[config.mk]
export PLATFORM = sky130hd
export DESIGN_NAME = serial_tx_core
export DESIGN_NICKNAME = d
export VERILOG_FILES = /design/src/rtl/serial_tx_pkg.sv /design/src/rtl/stx_hold_fifo.sv /design/src/rtl/stx_shifter.sv /design/src/rtl/stx_flags.sv /design/src/rtl/serial_tx_core.sv
export SDC_FILE = /design/constraint.sdc
export NUM_CORES = 1
export LEC_CHECK = 0
export ABC_AREA = 0
export CAP_MARGIN = 20
export CORE_MARGIN = 1
export CORE_UTILIZATION = 55
export DETAILED_ROUTE_END_ITERATION = 12
export DONT_BUFFER_PORTS = 1
export GPL_ROUTABILITY_DRIVEN = 0
export GPL_TIMING_DRIVEN = 1
export PLACE_DENSITY = 0.7
export SLEW_MARGIN = 20
export SYNTH_ARGS = -nofsm -noshare
export SYNTH_HDL_FRONTEND = slang
export SYNTH_SLANG_ARGS = --single-unit
[constraint.sdc]
create_clock -name clk -period 6.5 [get_ports clk]
set_input_delay 0.975 -clock clk [delete_from_list [all_inputs] [get_ports clk]]
set_output_delay 0.975 -clock clk [all_outputs]
set_load 0.02 [all_outputs]
[src/rtl/serial_tx_pkg.sv]
// Shared types and field decoders for the serial transmitter.
// Assumes a maximum of 8 data bits per frame.
package serial_tx_pkg;

    typedef enum logic [2:0] {
        PH_IDLE,
        PH_START,
        PH_DATA,
        PH_PARITY,
        PH_STOP
    } tx_phase_e;

    typedef enum logic [1:0] {
        PAR_NONE,
        PAR_EVEN,
        PAR_ODD
    } par_mode_e;

    // Width code is count minus 3; out-of-range codes clamp to 5 or 8 bits.
    function automatic logic [3:0] decode_width(input logic [3:0] code);
        if (code < 4'd2) begin
            return 4'd5;
        end else if (code > 4'd5) begin
            return 4'd8;
        end
        return code + 4'd3;
    endfunction

    // Upper bit enables parity, lower bit picks odd.
    function automatic par_mode_e decode_parity(input logic [1:0] code);
        case (code)
            2'b10:   return PAR_EVEN;
            2'b11:   return PAR_ODD;
            default: return PAR_NONE;
        endcase
    endfunction

endpackage

[src/rtl/stx_hold_fifo.sv]
// Holding buffer: a small circular queue of DEPTH words.
// A push while full is discarded. The consumer pops only when head_valid is high.
module stx_hold_fifo #(
    parameter int DEPTH = 2,
    parameter int WIDTH = 8
) (
    input  logic             clk,
    input  logic             rst_n,
    input  logic             push_req,
    input  logic [WIDTH-1:0] push_data,
    input  logic             pop,
    output logic             head_valid,
    output logic [WIDTH-1:0] head_data,
    output logic [$clog2(DEPTH+1)-1:0] level
);
    localparam int PW = (DEPTH > 1) ? $clog2(DEPTH) : 1;
    localparam int LW = $clog2(DEPTH + 1);
    localparam logic [PW-1:0] LAST = PW'(DEPTH - 1);
    localparam logic [LW-1:0] FULL = LW'(DEPTH);

    logic [WIDTH-1:0] mem [DEPTH];
    logic [PW-1:0]    wr_ptr;
    logic [PW-1:0]    rd_ptr;
    logic             accept;

    assign accept     = push_req && (level < FULL);
    assign head_valid = (level != '0);
    assign head_data  = mem[rd_ptr];

    // Storage write; contents need no reset.
    always_ff @(posedge clk) begin
        if (accept) begin
            mem[wr_ptr] <= push_data;
        end
    end

    // Pointer and occupancy bookkeeping.
    always_ff @(posedge clk) begin
        if (!rst_n) begin
            wr_ptr <= '0;
            rd_ptr <= '0;
            level  <= '0;
        end else begin
            if (accept) begin
                wr_ptr <= (wr_ptr == LAST) ? '0 : wr_ptr + 1'b1;
            end
            if (pop) begin
                rd_ptr <= (rd_ptr == LAST) ? '0 : rd_ptr + 1'b1;
            end
            level <= level + LW'(accept) - LW'(pop);
        end
    end

    assert_no_overflow_R2: assert property (@(posedge clk) disable iff (!rst_n)
        level <= FULL);
    assert_no_underflow_R2: assert property (@(posedge clk) disable iff (!rst_n)
        pop |-> level != '0);
    assert_full_drop_R2: assert property (@(posedge clk) disable iff (!rst_n)
        (push_req && level == FULL && !pop) |=> (level == FULL));
endmodule

[src/rtl/stx_shifter.sv]
// Frame sequencer: takes one word from the buffer, latches the frame settings
// and drives start, data (LSB first), optional parity and stop time on txd.
// Assumes baud_tick is a one-cycle pulse, OVS ticks per bit, OVS even.
module stx_shifter
    import serial_tx_pkg::*;
#(
    parameter int DW  = 8,
    parameter int OVS = 16
) (
    input  logic          clk,
    input  logic          rst_n,
    input  logic          baud_tick,
    input  logic          enable,
    input  logic          head_valid,
    input  logic [DW-1:0] head_data,
    input  logic [3:0]    cfg_width,
    input  logic [1:0]    cfg_parity,
    input  logic [1:0]    cfg_stop,
    output logic          load,
    output logic          busy,
    output logic          txd
);
    localparam int CW = $clog2(2 * OVS + 1);
    localparam int IW = $clog2(DW + 1);
    localparam logic [CW-1:0] BIT_TICKS  = CW'(OVS);
    localparam logic [CW-1:0] STOP_HALF  = CW'(OVS / 2);
    localparam logic [CW-1:0] STOP_ONE   = CW'(OVS);
    localparam logic [CW-1:0] STOP_TWO   = CW'(2 * OVS);

    tx_phase_e     phase;
    logic [CW-1:0] tcnt;
    logic [IW-1:0] bidx;
    logic [DW-1:0] sreg;
    logic [IW-1:0] nbits;
    logic          par_on;
    logic          par_bit;
    logic [CW-1:0] stop_lim;

    logic [IW-1:0] ld_nbits;
    logic [DW-1:0] ld_mask;
    par_mode_e     ld_par;
    logic          ld_pbit;
    logic [CW-1:0] ld_stop;
    logic [CW-1:0] lim;
    logic          bit_end;

    assign busy = (phase != PH_IDLE);
    assign load = enable && !busy && head_valid;

    // Decode the frame settings that a load would capture.
    always_comb begin
        ld_nbits = IW'(decode_width(cfg_width));
        for (int i = 0; i < DW; i++) begin
            ld_mask[i] = (i < int'(ld_nbits));
        end
        ld_par  = decode_parity(cfg_parity);
        ld_pbit = (^(head_data & ld_mask)) ^ (ld_par == PAR_ODD);
        if (cfg_stop[1]) begin
            ld_stop = STOP_TWO;
        end else if (cfg_stop[0]) begin
            ld_stop = STOP_ONE;
        end else begin
            ld_stop = STOP_HALF;
        end
    end

    // Length of the current bit in ticks and end-of-bit detection.
    always_comb begin
        lim     = (phase == PH_STOP) ? stop_lim : BIT_TICKS;
        bit_end = baud_tick && (tcnt == lim - 1'b1);
    end

    // Phase sequencing, tick counting and data shifting.
    always_ff @(posedge clk) begin
        if (!rst_n) begin
            phase    <= PH_IDLE;
            tcnt     <= '0;
            bidx     <= '0;
            sreg     <= '0;
            nbits    <= '0;
            par_on   <= 1'b0;
            par_bit  <= 1'b0;
            stop_lim <= '0;
        end else if (load) begin
            phase    <= PH_START;
            tcnt     <= '0;
            bidx     <= '0;
            sreg     <= head_data & ld_mask;
            nbits    <= ld_nbits;
            par_on   <= (ld_par != PAR_NONE);
            par_bit  <= ld_pbit;
            stop_lim <= ld_stop;
        end else if (busy && baud_tick) begin
            if (!bit_end) begin
                tcnt <= tcnt + 1'b1;
            end else begin
                tcnt <= '0;
                case (phase)
                    PH_START: phase <= PH_DATA;
                    PH_DATA: begin
                        sreg <= sreg >> 1;
                        if (bidx == nbits - 1'b1) begin
                            phase <= par_on ? PH_PARITY : PH_STOP;
                        end else begin
                            bidx <= bidx + 1'b1;
                        end
                    end
                    PH_PARITY: phase <= PH_STOP;
                    default:   phase <= PH_IDLE;
                endcase
            end
        end
    end

    // Line level for each phase.
    always_comb begin
        case (phase)
            PH_START:  txd = 1'b0;
            PH_DATA:   txd = sreg[0];
            PH_PARITY: txd = par_bit;
            default:   txd = 1'b1;
        endcase
    end

    assert_start_low_R4: assert property (@(posedge clk) disable iff (!rst_n)
        load |=> (busy && !txd));
    assert_no_start_when_off_R3: assert property (@(posedge clk) disable iff (!rst_n)
        (!enable && !busy) |=> !busy);
    assert_stop_high_R7: assert property (@(posedge clk) disable iff (!rst_n)
        (phase == PH_STOP) |-> txd);
endmodule

[src/rtl/stx_flags.sv]
// Interrupt flag unit: sticky completion flag (bit 0) raised on the rising
// edge of the done level or by a set pulse, lowered by a clear pulse;
// room flag (bit 1) is a live copy of the room level. Assumes level inputs.
module stx_flags (
    input  logic       clk,
    input  logic       rst_n,
    input  logic       done_lvl,
    input  logic       room_lvl,
    input  logic       done_set,
    input  logic       done_clr,
    input  logic [1:0] irq_mask,
    output logic [1:0] flags,
    output logic       irq
);
    logic done_prev;
    logic done_flag;
    logic done_rise;

    assign done_rise = done_lvl && !done_prev;
    assign flags     = {room_lvl, done_flag};
    assign irq       = |(flags & irq_mask);

    // Remember the done level to find its rising edge; reset matches idle.
    always_ff @(posedge clk) begin
        if (!rst_n) begin
            done_prev <= 1'b1;
        end else begin
            done_prev <= done_lvl;
        end
    end

    // Sticky completion flag; set has priority over clear.
    always_ff @(posedge clk) begin
        if (!rst_n) begin
            done_flag <= 1'b0;
        end else if (done_set || done_rise) begin
            done_flag <= 1'b1;
        end else if (done_clr) begin
            done_flag <= 1'b0;
        end
    end

    assert_sticky_R9: assert property (@(posedge clk) disable iff (!rst_n)
        (flags[0] && !done_clr) |=> flags[0]);
    assert_set_wins_R9: assert property (@(posedge clk) disable iff (!rst_n)
        done_set |=> flags[0]);
    assert_clear_R9: assert property (@(posedge clk) disable iff (!rst_n)
        (done_clr && !done_set && !(done_lvl && !done_prev)) |=> !flags[0]);
endmodule

[src/rtl/serial_tx_core.sv]
// Serial transmitter top: holding buffer, frame sequencer, on/off state,
// status levels and masked interrupt flags. Assumes one baud_tick source.
module serial_tx_core #(
    parameter int DATA_W    = 8,
    parameter int BUF_DEPTH = 2,
    parameter int OVS       = 16
) (
    input  logic              clk,
    input  logic              rst_n,
    input  logic              baud_tick,
    input  logic              wr_valid,
    input  logic [DATA_W-1:0] wr_data,
    input  logic              cmd_on,
    input  logic              cmd_off,
    input  logic [3:0]        cfg_width,
    input  logic [1:0]        cfg_parity,
    input  logic [1:0]        cfg_stop,
    input  logic              room_any,
    input  logic              done_set,
    input  logic              done_clr,
    input  logic [1:0]        irq_mask,
    output logic              txd,
    output logic              st_enabled,
    output logic              st_done,
    output logic              st_room,
    output logic [1:0]        flags,
    output logic              irq
);
    localparam int LW = $clog2(BUF_DEPTH + 1);
    localparam logic [LW-1:0] FULL = LW'(BUF_DEPTH);

    logic              load;
    logic              busy;
    logic              head_valid;
    logic [DATA_W-1:0] head_data;
    logic [LW-1:0]     fill;

    stx_hold_fifo #(.DEPTH(BUF_DEPTH), .WIDTH(DATA_W)) u_fifo (
        .clk        (clk),
        .rst_n      (rst_n),
        .push_req   (wr_valid),
        .push_data  (wr_data),
        .pop        (load),
        .head_valid (head_valid),
        .head_data  (head_data),
        .level      (fill)
    );

    stx_shifter #(.DW(DATA_W), .OVS(OVS)) u_shift (
        .clk        (clk),
        .rst_n      (rst_n),
        .baud_tick  (baud_tick),
        .enable     (st_enabled),
        .head_valid (head_valid),
        .head_data  (head_data),
        .cfg_width  (cfg_width),
        .cfg_parity (cfg_parity),
        .cfg_stop   (cfg_stop),
        .load       (load),
        .busy       (busy),
        .txd        (txd)
    );

    // On/off state; switch-off has priority.
    always_ff @(posedge clk) begin
        if (!rst_n) begin
            st_enabled <= 1'b0;
        end else if (cmd_off) begin
            st_enabled <= 1'b0;
        end else if (cmd_on) begin
            st_enabled <= 1'b1;
        end
    end

    // Status levels derived from buffer fill and line activity.
    always_comb begin
        st_done = (fill == '0) && !busy;
        st_room = room_any ? (fill < FULL) : (fill == '0);
    end

    stx_flags u_flags (
        .clk      (clk),
        .rst_n    (rst_n),
        .done_lvl (st_done),
        .room_lvl (st_room),
        .done_set (done_set),
        .done_clr (done_clr),
        .irq_mask (irq_mask),
        .flags    (flags),
        .irq      (irq)
    );

    assert_off_cmd_R3: assert property (@(posedge clk) disable iff (!rst_n)
        cmd_off |=> !st_enabled);
    assert_done_line_high_R9: assert property (@(posedge clk) disable iff (!rst_n)
        st_done |-> txd);
    assert_room_threshold_R8: assert property (@(posedge clk) disable iff (!rst_n)
        (wr_valid && !room_any && st_room) |=> (!st_room || room_any));
endmodule

Word level (Yosys, flattened, before mapping):

Memory sizes are Yosys's and may differ from the RTL's. A register that Yosys moved wholly into a read port is not among the register bits.
Cells that the tools add are included.

* RAM bits: 16
* logic and storage cells: 108
* bits of input ports: 27
* register bits: 40
* memories kept: 1
* output and inout port bits: 7

* magnitude comparators: 11
* add/subtract/negate cells: 9
* bitwise gates (word level): 5
* equal/unequal tests: 11
* reduce and logical (&&, ||, !) cells: 26
* mux-type cells: 30

Memory list
* u_fifo.mem: depth 2, width 8, read ports 1, clocked after Yosys merged registers in 1, wr ports 1, line stx_hold_fifo.sv:21 `logic [WIDTH-1:0] mem [DEPTH];`

Operator list (number)
* $mux W8: 4
* $mux W6: 3
* $lt A3 B4 Y1 const A: 4
* $mux W1: 14
* $mux W4: 3
* $reduce_bool A2 Y1: 6
* $pmux W3 S3: 1
* $reduce_and A3 Y1: 3
* $and A8 B8 Y8: 1
* $lt A1 B4 Y1 const A: 2
* $lt A2 B4 Y1 const A: 2
* $reduce_xor A8 Y1: 1
* $logic_and A1 B1 Y1: 7
* $add A6 B1 Y6 const B: 1
* $eq A2 B2 Y1 const B: 3
* $eq A3 B2 Y1 const B: 2
* $eq A6 B6 Y1: 1
* $mux W3: 2
* $reduce_or A2 Y1: 3
* $sub A6 B1 Y6 const B: 1
* $mux W5: 1
* $add A4 B1 Y4 const B: 1
* $add A4 B2 Y4 const B: 1
* $eq A4 B4 Y1: 1
* other kinds (21): 24

Depth between registers and ports, before layout:

Gate-level depths: netlist of the first run.

* depth after elaboration: 8
* depth in mapped cells: 12
* gate-level depth less buffers: 10

Modules after synthesis:

From an unflattened synthesis of the first run, not the netlist that was laid out.

* cells, all modules: 293
* area, all modules: 2877.8 um^2

By module, submodules not included
* stx_shifter: area each 1936.9 um^2, cells an instance 230, sequential area each 600.6 um^2, times used 1
* stx_hold_fifo: area each 793.3 um^2, cells an instance 48, sequential area each 580.6 um^2, times used 1
* stx_flags: area each 92.6 um^2, cells an instance 9, sequential area each 40.0 um^2, times used 1
* serial_tx_core: area each 55.1 um^2, cells an instance 6, sequential area each 20.0 um^2, times used 1

Least setup slack after synthesis of the first run:

No wires, ideal clock.

* path kind: input to register
* start point: in cfg_width[0]
* end point: reg u_shift.par_bit
* data arrival time: 3381 ps
* slack: 3056 ps
* stages: 9
* cells stage by stage: clkbuf_1 -> inv_1 -> ha_1 -> nand4bb_1 -> o32a_1 -> or4_4 -> a221o_1 -> a2111oi_2 -> nand3b_1

* longest elaborated chain between the ends: 8
* elaborated cells on any way between the ends: 18
* classes of those cells: add/sub (1); order compare (10); mux (4); bitwise (2); reduce/logical (1)

RTL lines
* from (decl): line serial_tx_core.sv:15 `input logic [3:0] cfg_width,`
* $gt A4 B3 Y1: line serial_tx_pkg.sv:23 `end else if (code > 4'd5) begin`
* $mux W1: line serial_tx_pkg.sv:23
* $mux W1: line serial_tx_pkg.sv:21 `if (code < 4'd2) begin`
* $mux W4 (*): line serial_tx_pkg.sv:26 `return code + 4'd3;`
* $lt A1 B4 Y1, or another cell as far along: line stx_shifter.sv:54 `ld_mask[i] = (i < int'(ld_nbits));`
* $and A8 B8 Y8 (*): line stx_shifter.sv:57 `ld_pbit = (^(head_data & ld_mask)) ^ (ld_par == PAR_ODD);`
* $reduce_xor A8 Y1 (*): line stx_shifter.sv:57
* $xor A1 B1 Y1 (*): line stx_shifter.sv:57
* to (signal assigned): line stx_shifter.sv:91 `par_bit <= ld_pbit;`
* to (decl): line stx_shifter.sv:36 `logic par_bit;`

Every way passes the cells marked *; elsewhere a longest branch is shown, timed or not.
A chain may end at the register's enable or synchronous reset.

Worst setup path in the final report of the first run:

* start point: reg u_shift.phase[2]
* end point: reg u_shift.sreg[1]

* longest elaborated chain between the ends: 7
* elaborated cells on any way between the ends: 16
* classes of those cells: add/sub (1); eq/ne (3); mux (2); reduce/logical (10)

RTL lines
* from (decl): line stx_shifter.sv:30 `tx_phase_e phase;`
* from (signal assigned): line stx_shifter.sv:103 `phase <= par_on ? PH_PARITY : PH_STOP;`
* $eq A3 B3 Y1: line stx_shifter.sv:69 `lim = (phase == PH_STOP) ? stop_lim : BIT_TICKS;`
* $mux W6: line stx_shifter.sv:69
* $sub A6 B1 Y6: line stx_shifter.sv:70 `bit_end = baud_tick && (tcnt == lim - 1'b1);`
* $eq A6 B6 Y1: line stx_shifter.sv:70
* $logic_and A1 B1 Y1: line stx_shifter.sv:70
* $reduce_bool A2 Y1 (no line)
* $reduce_and A3 Y1 (no line)
* to (signal assigned): line stx_shifter.sv:88 `sreg <= head_data & ld_mask;`
* to (signal assigned): line stx_shifter.sv:101 `sreg <= sreg >> 1;`
* to (decl): line stx_shifter.sv:33 `logic [DW-1:0] sreg;`

Several ways; a longest one is shown, not always the timed one.

==> results of run 1 <==
==> flip-flops by register name, indices dropped and copies added, names as in the netlist, 2 cells and up, named ones only <==
name / count
u_fifo.level: 2
u_fifo.mem: 16
u_shift.bidx: 4
u_shift.nbits: 4
u_shift.phase: 3
u_shift.sreg: 8
u_shift.stop_lim: 3
u_shift.tcnt: 6
==> cells in the final DEF (no fill, tap or decap), types with 8 or more instances in the layout <==
cell	netlist	routed
a21oi_1	20	20
dfxtp_1	38	38
edfxtp_1	16	16
ha_1	8	8
inv_1	14	14
mux2i_1	12	12
nand2_1	22	22
nor2_1	35	35
nor3_1	11	11
xnor2_1	12	12
xor2_1	12	12
==> power groups by stage <==
stage	Sequential, mW	Combinational [mW]	Clock, mW
floorplan	0.408	0.165	0
global placement	0.418	0.178	0
detailed placement	0.419	0.180	0
CTS	0.411	0.182	0.224
global route	0.415	0.202	0.235
finish	0.411	0.181	0.221
==> final timing paths <==
check,slack (ns),cells after the start,startpoint,to
worst max-delay path,3.41,9,u_shift.phase[2],u_shift.sreg[1]
worst min-delay path,0.46,2,u_shift.stop_lim[5],u_shift.stop_lim[5]
worst max register to register,3.41,9,u_shift.phase[2],u_shift.sreg[1]
worst min register to register,0.46,2,u_shift.stop_lim[5],u_shift.stop_lim[5]
==> cell families after synthesis <==
group / share of synthesized area
xor+xnor: 0.0834
simple gates: 0.198
flops: 0.445
mux: 0.0673
fa+ha+maj: 0.0359
compound gates: 0.127
buf+inv: 0.0431
==> synthesized netlist by cell type, types with 4 or more instances <==
library cell and count:
a21oi_1 20, clkbuf_1 9, dfxtp_1 38, edfxtp_1 16, ha_1 8, inv_1 14
mux2_2 6, mux2i_1 12, nand2_1 22, nand3_1 4, nor2_1 35, nor3_1 11
nor3b_1 4, o21ai_0 6, xnor2_1 12, xor2_1 12
==> stage by stage <==
step	power (mW)	util	setup slack, ns
finish	0.813	0.608	3.41
global route	0.852	0.608	3.09
CTS	0.817	0.608	3.35
detailed placement	0.599	0.586	3.25
global placement	0.596	0.586	3.31
floorplan	0.573	-	3.06
==> cell type report <==
cell class / count / area (um^2) / area share
multi-input cells: 211 / 1430 / 0.490
flip-flops and latches: 54 / 1240 / 0.426
well taps: 67 / 83.8 / 0.0288
clock buffers: 7 / 76.3 / 0.0262
inverters: 14 / 52.6 / 0.0180
clock inverters: 1 / 30.0 / 0.0103
==> worst min-delay path: stages (launching register included) <==
cell and delay (ns):
dfxtp_1 0.32, nand2_1 0.05, a21oi_1 0.05
==> layer usage <==
layer / vias up / GRT usage
met5: - / 0
met4: 0 / 0.0784
met1: 955 / 0.299
met2: 52 / 0.322
li1: 1025 / -
met3: 6 / 0.0414
==> results_dict.tcl, run 1 <==
set metrics [dict create \
    synth_area_per_cell_um2 9.49 \
    first_pass_iters 4 \
    period_minus_slack_ns 3.09 \
    rsz0062_at_grt "false" \
    buffer_ports.inserted 0 \
    fin_crit_sh 0.475 \
    nNetsFinal 321 \
    cts_tree "built" \
    min-delay-path-class "flop to flop" \
    insertion_delay_ns 0.31 \
    report.final.setup_viol 0 \
    worst_path_largest_cell_delay_ns 0.52 \
    p_seq_frac 0.505 \
    fp.dieArea_um2 5360 \
    first_global_vias 1868 \
    timing.final.hold_violations 0 \
    critical_path.n_buffers_inverters 1 \
    final_layout_size_suffix_gt1_frac 0.0592 \
    dpl-instance-area_um2 2810 \
    drt_wl_total_um 5150 \
    tns_ns 0 \
    met3WireLength_um 276 \
    power.static_leakage_nw 1.08 \
    area.growth.synth_to_final_pct 4.40 \
    grt_overflow 0 \
    ctsHtreeMaxLevel 2 \
    power.share.switching 0.297 \
    ys_ff_latch 54 \
    outcome "finished clean" \
    cp_data_required_time_ns 6.68 \
    initial_utilization 0.583 \
    critical_path_arrival_ns 3.27 \
    fin_hold_ws_ns 0.459 \
    critPathSlowestCell "nand4bb_1" \
    routed_via_density 5.76 \
    gr-usage-all-layers 0.212 \
    powerDensity_nw_per_um2 279 \
    antenna_violating_nets_post_route 0 \
    route.detailed.wl_per_inst_um 14.5 \
    numCtsBuffers 5 \
    postCtsResizedCells 0 \
    netSwitchingPower_mw 0.242 \
    drt-initial-drc-count 124 \
    wl_met1_um 2530 \
    mappedNetlistNets 329 \
    ys_warnings 0 \
    cts-root-to-sink-buffers 2 \
    worstMarginPinSlew_ns 0.980 \
    cell_count_after_synthesis 294 \
    max_freq_mhz 324 \
    number_of_antenna_violations_at_the_first_check_in_global_routing 0 \
    synth_edf_count 16 \
    fin_max_slew_vios 0 \
    grt_start_max_net_pins 31 \
    clock-skew-final_ns 0.00417 \
    vias 2038 \
    combinational_power_share 0.223 \
    postLayoutCellArea_um2 2910 \
    boundaryPins 34 \
    postSynth.asyncResetShare 0 \
    ys_seq_area_frac 0.445 \
    top_signal_layer_used "met4" \
    cts.hold.buffers_added 0 \
    nature_of_the_critical_path_startpoint "flop" \
    criticalPathCategory "flop to flop" \
    path_delay_family "simple AND/OR/NAND/NOR gates" \
    die_outline_width_um 73.2 \
    drv.max_cap_violation_count 0 \
    area_fraction_of_the_dominant_cell_type_after_synthesis 0.273 \
    yosys_most_used_dff "dfxtp_1" \
    timing.critical_path.cells "nor4bb_1 -> inv_1 -> ha_1 -> xor2_1 -> and4_1 -> nand4bb_1 -> mux2_2 -> a21oi_1 -> nor2_1" \
    numClockSinks 54 \
    cts_setup_buffers 0 \
    synth_area_leader_cell "dfxtp_1" \
    intPower_mw 0.572 \
    place_hpwl_um 3630 \
    clk_transition_reported_paths_ns 0.09 \
    core.rowCount 25 \
    num_antenna_cells 0 \
    dr_wl_met2_um 2250 \
    max-vdd-ir-drop_mv 0.218 \
    final_cells 354 \
    drc 0 \
    slew_headroom 0.347 \
    filler_cell_count 430 \
    cts_root_buffer "clkbuf_8" \
    die_y_um 73.2 \
    netlist_area_before_placement_um2 2790 \
    timing.critical_path.to_type "flop" \
    post-place-cells 346 \
    core_region_area_um2 4790 \
    synth_cell_type_count 53 \
    global_route_wire_length_before_repair_um 8630 \
    pwr-share-clk 0.272 \
    path_max_fanout 11 \
    synth_area_leaders "dfxtp_1, edfxtp_1, nor2_1" \
]
Note: power is estimated with default switching activity, not from simulation.
==> inputs of run 2 (changes only) <==
--- a/config.mk
+++ b/config.mk
@@ -5,7 +5,7 @@
 export SDC_FILE = /design/constraint.sdc
 export NUM_CORES = 1
 export LEC_CHECK = 0
-export ABC_AREA = 0
+export ABC_AREA = 1
 export CAP_MARGIN = 20
 export CORE_MARGIN = 1
 export CORE_UTILIZATION = 55
==> constraint.sdc (replaced) <==
create_clock -name clk -period 2.9 [get_ports clk]
set_input_delay 0.435 -clock clk [delete_from_list [all_inputs] [get_ports clk]]
set_output_delay 0.435 -clock clk [all_outputs]
set_load 0.02 [all_outputs]
==> run 2 against run 1 <==
Cell count increased by 25%. Via count increased by 6.7%. Sequential share of layout area decreased by 0.40 points. Utilization increased by 0.58 points. Synthesized cell count increased by 26%. First-iteration DRC count decreased by 23%. Critical path type unchanged. Critical endpoint is now u_fifo.level[1].
==> results_dict.tcl, run 2 <==
set metrics [dict create \
    drt-initial-drc-count 96 \
    fin_crit_sh 0.791 \
    power.static_leakage_nw 1.32 \
    area.growth.synth_to_final_pct 5.43 \
    holdPathStages 1 \
    ys_warnings 0 \
    drv.max_cap_violation_count 0 \
    grt_start_max_net_pins 16 \
    period_minus_slack_ns 2.29 \
    path_delay_family "simple AND/OR/NAND/NOR gates" \
    cts_tree "built" \
    numClockSinks 54 \
    tns_ns 0 \
    hold_path_startpoint "cmd_off" \
    largest_register_ffs 16 \
    reg2reg_setup_slack_ns 0.61 \
    core_region_area_um2 4790 \
    critical_path.n_buffers_inverters 3 \
    routed_via_density 4.93 \
    buffer_ports.inserted 0 \
    critical_path_arrival_ns 2.53 \
    drt_wl_total_um 4810 \
    nature_of_the_critical_path_startpoint "flop" \
    synth_area_leader_cell "dfxtp_1" \
    number_of_antenna_violations_at_the_first_check_in_global_routing 0 \
    min-delay-path-class "primary input to flop" \
    cts-root-to-sink-buffers 2 \
    final-seq-area_um2 1240 \
    area_fraction_of_the_dominant_cell_type_after_synthesis 0.273 \
    whs_endpoint "st_enabled" \
    rsz0062_at_grt "false" \
    timing.critical_path.to_type "flop" \
    synth_cell_type_count 38 \
    powerDensity_nw_per_um2 529 \
    report.final.setup_viol 0 \
    multi_input_comb_area_um2 1300 \
    worstMarginPinSlew_ns 0.684 \
    route.detailed.wl_per_inst_um 10.9 \
    synth_area_per_cell_um2 7.51 \
    register_with_the_most_flip_flops "u_fifo.mem" \
    ys_ff_latch 54 \
    nNetsFinal 408 \
    yosys_most_used_dff "dfxtp_1" \
    regToRegEndpoint "u_fifo.level[1]" \
    cts.hold.buffers_added 0 \
    clk_transition_reported_paths_ns 0.09 \
    cell_count_after_synthesis 371 \
    synth_area_leaders "dfxtp_1, edfxtp_1, nand2_1" \
    synth_top_cells_by_count "nand2_1, inv_1, nor2_1" \
    synth_edf_count 16 \
    worst_path_largest_cell_delay_ns 0.39 \
    criticalPathCategory "flop to flop" \
    r2r.worst_path.cells 11 \
    fin_max_slew_vios 0 \
    gr-usage-all-layers 0.197 \
    initial_utilization 0.582 \
    largest_registers "u_fifo.mem (16), u_shift.sreg (8), u_shift.tcnt (6)" \
    postCtsResizedCells 0 \
    ctsHtreeMaxLevel 2 \
    place_hpwl_um 3780 \
    drc 0 \
    max-vdd-ir-drop_mv 0.467 \
    num_antenna_cells 0 \
    preCtsSetupSlack_ns 0.623 \
    fp.dieArea_um2 5360 \
    vias 2175 \
    cts_root_buffer "clkbuf_8" \
    critPathSlowestCell "dfxtp_1" \
    postLayoutCellArea_um2 2940 \
    timing.final.hold_violations 0 \
    die_y_um 73.2 \
    final_layout_size_suffix_gt1_frac 0.0561 \
    slew_headroom 0.542 \
    ys_seq_area_frac 0.445 \
    post-synth-top-count-cell "nand2_1" \
    die_outline_width_um 73.2 \
    clock-skew-final_ns 0.00666 \
    grt_overflow 0 \
    timing.critical_path.cells "nor2_1 -> nand2_1 -> inv_1 -> nand3_1 -> inv_1 -> ha_1 -> inv_1 -> ha_1 -> xor2_1 -> o21ai_0 -> a21oi_1" \
    insertion_delay_ns 0.30 \
    boundaryPins 34 \
    crit-reg2reg-launch "u_shift.phase[0]" \
    cp_data_required_time_ns 3.14 \
    dpl-instance-area_um2 2850 \
    netlist_area_before_placement_um2 2790 \
    mappedNetlistNets 406 \
    core.rowCount 25 \
    filler_cell_count 442 \
    antenna_violating_nets_post_route 0 \
    final.setup.worst_slack_ns 0.607 \
    global_route_wire_length_before_repair_um 8070 \
    postLayoutCoreUtil 0.614 \
    most_frequent_cells_in_the_layout "nand2_1, inv_1, nor2_1, dfxtp_1, nand3_1" \
    max_freq_mhz 436 \
    critical_path.most_common_cell "inv_1" \
    first_global_vias 1880 \
    first_pass_iters 4 \
    numCtsBuffers 5 \
    path_max_fanout 12 \
    cts_setup_buffers 0 \
    layout.cells.most_common "nand2_1" \
    outcome "finished clean" \
    postSynth.asyncResetShare 0 \
    cp.depth 11 \
]
-- run 2: changes by cell type in the layout (fill, tap and decap cells not counted), moves of 4 or more --
cell     previous run  this run
nand2_1            22       104
inv_1              14        49
nand3_1             4        23
o21ai_0             6        18
mux2i_1            12         2
nor3_1             11         4
a21oi_1            20        14
mux2_2              6         0
xnor2_1            12         6
o22ai_1             0         5
inv_2               0         4
nor2_1             35        39
xor2_1             12         8
-- run 2: layout make-up --
class / instances / area share
inverters: 55 / 0.0702
flip-flops and latches: 54 / 0.422
clock buffers: 8 / 0.0307
well taps: 67 / 0.0285
repair buffers: 2 / 0.00511
multi-input cells: 255 / 0.443
-- run 2: kinds of logic (layout without fill, tap and decap cells) --
kind of cell,Yosys count,count (layout),synth area share
AO/OA/AOI/OAI,48,48,0.0974
XOR/XNOR,14,14,0.0440
adder cells (fa/ha/maj),8,8,0.0359
buffers and inverters,62,65,0.0875
flip-flops,54,54,0.445
multiplexers,2,2,0.00718
AND/OR/NAND/NOR,183,183,0.283
-- run 2: how the worst max path moves through the flow --
| stage | from | to | slack [ns] |
|---|---|---|---|
| after floorplan | u_shift.phase[1] | u_shift.sreg[7] | 0.94 |
| after global placement | u_shift.phase[0] | u_fifo.level[1] | 0.62 |
| after detailed placement | u_shift.phase[0] | u_fifo.level[1] | 0.62 |
| after CTS | u_shift.phase[0] | u_fifo.level[1] | 0.60 |
| after global routing | u_shift.phase[0] | u_shift.nbits[0] | 0.33 |
| final | u_shift.phase[0] | u_fifo.level[1] | 0.61 |
-- run 2: report_power, final --
part / internal [mW] / switching (mW)
registers: 0.832 / 0.0279
logic: 0.0879 / 0.196
clock network: 0.195 / 0.216
-- run 2: layer usage --
metal,wire [um],global-route usage
met1,2310,0.250
met2,2290,0.332
met3,167,0.0497
met4,53,0.0545
met5,0,0
-- run 2: metrics by stage --
step / cells / total power, mW / hold slack [ns]
finish: 441 / 1.55 / 0.195
CTS: 441 / 1.57 / 0.191
detailed placement: 433 / 1.16 / 0.451
floorplan: 371 / 1.12 / 0.426
global placement: 433 / 1.16 / 0.442
global route: 441 / 1.65 / 0.180
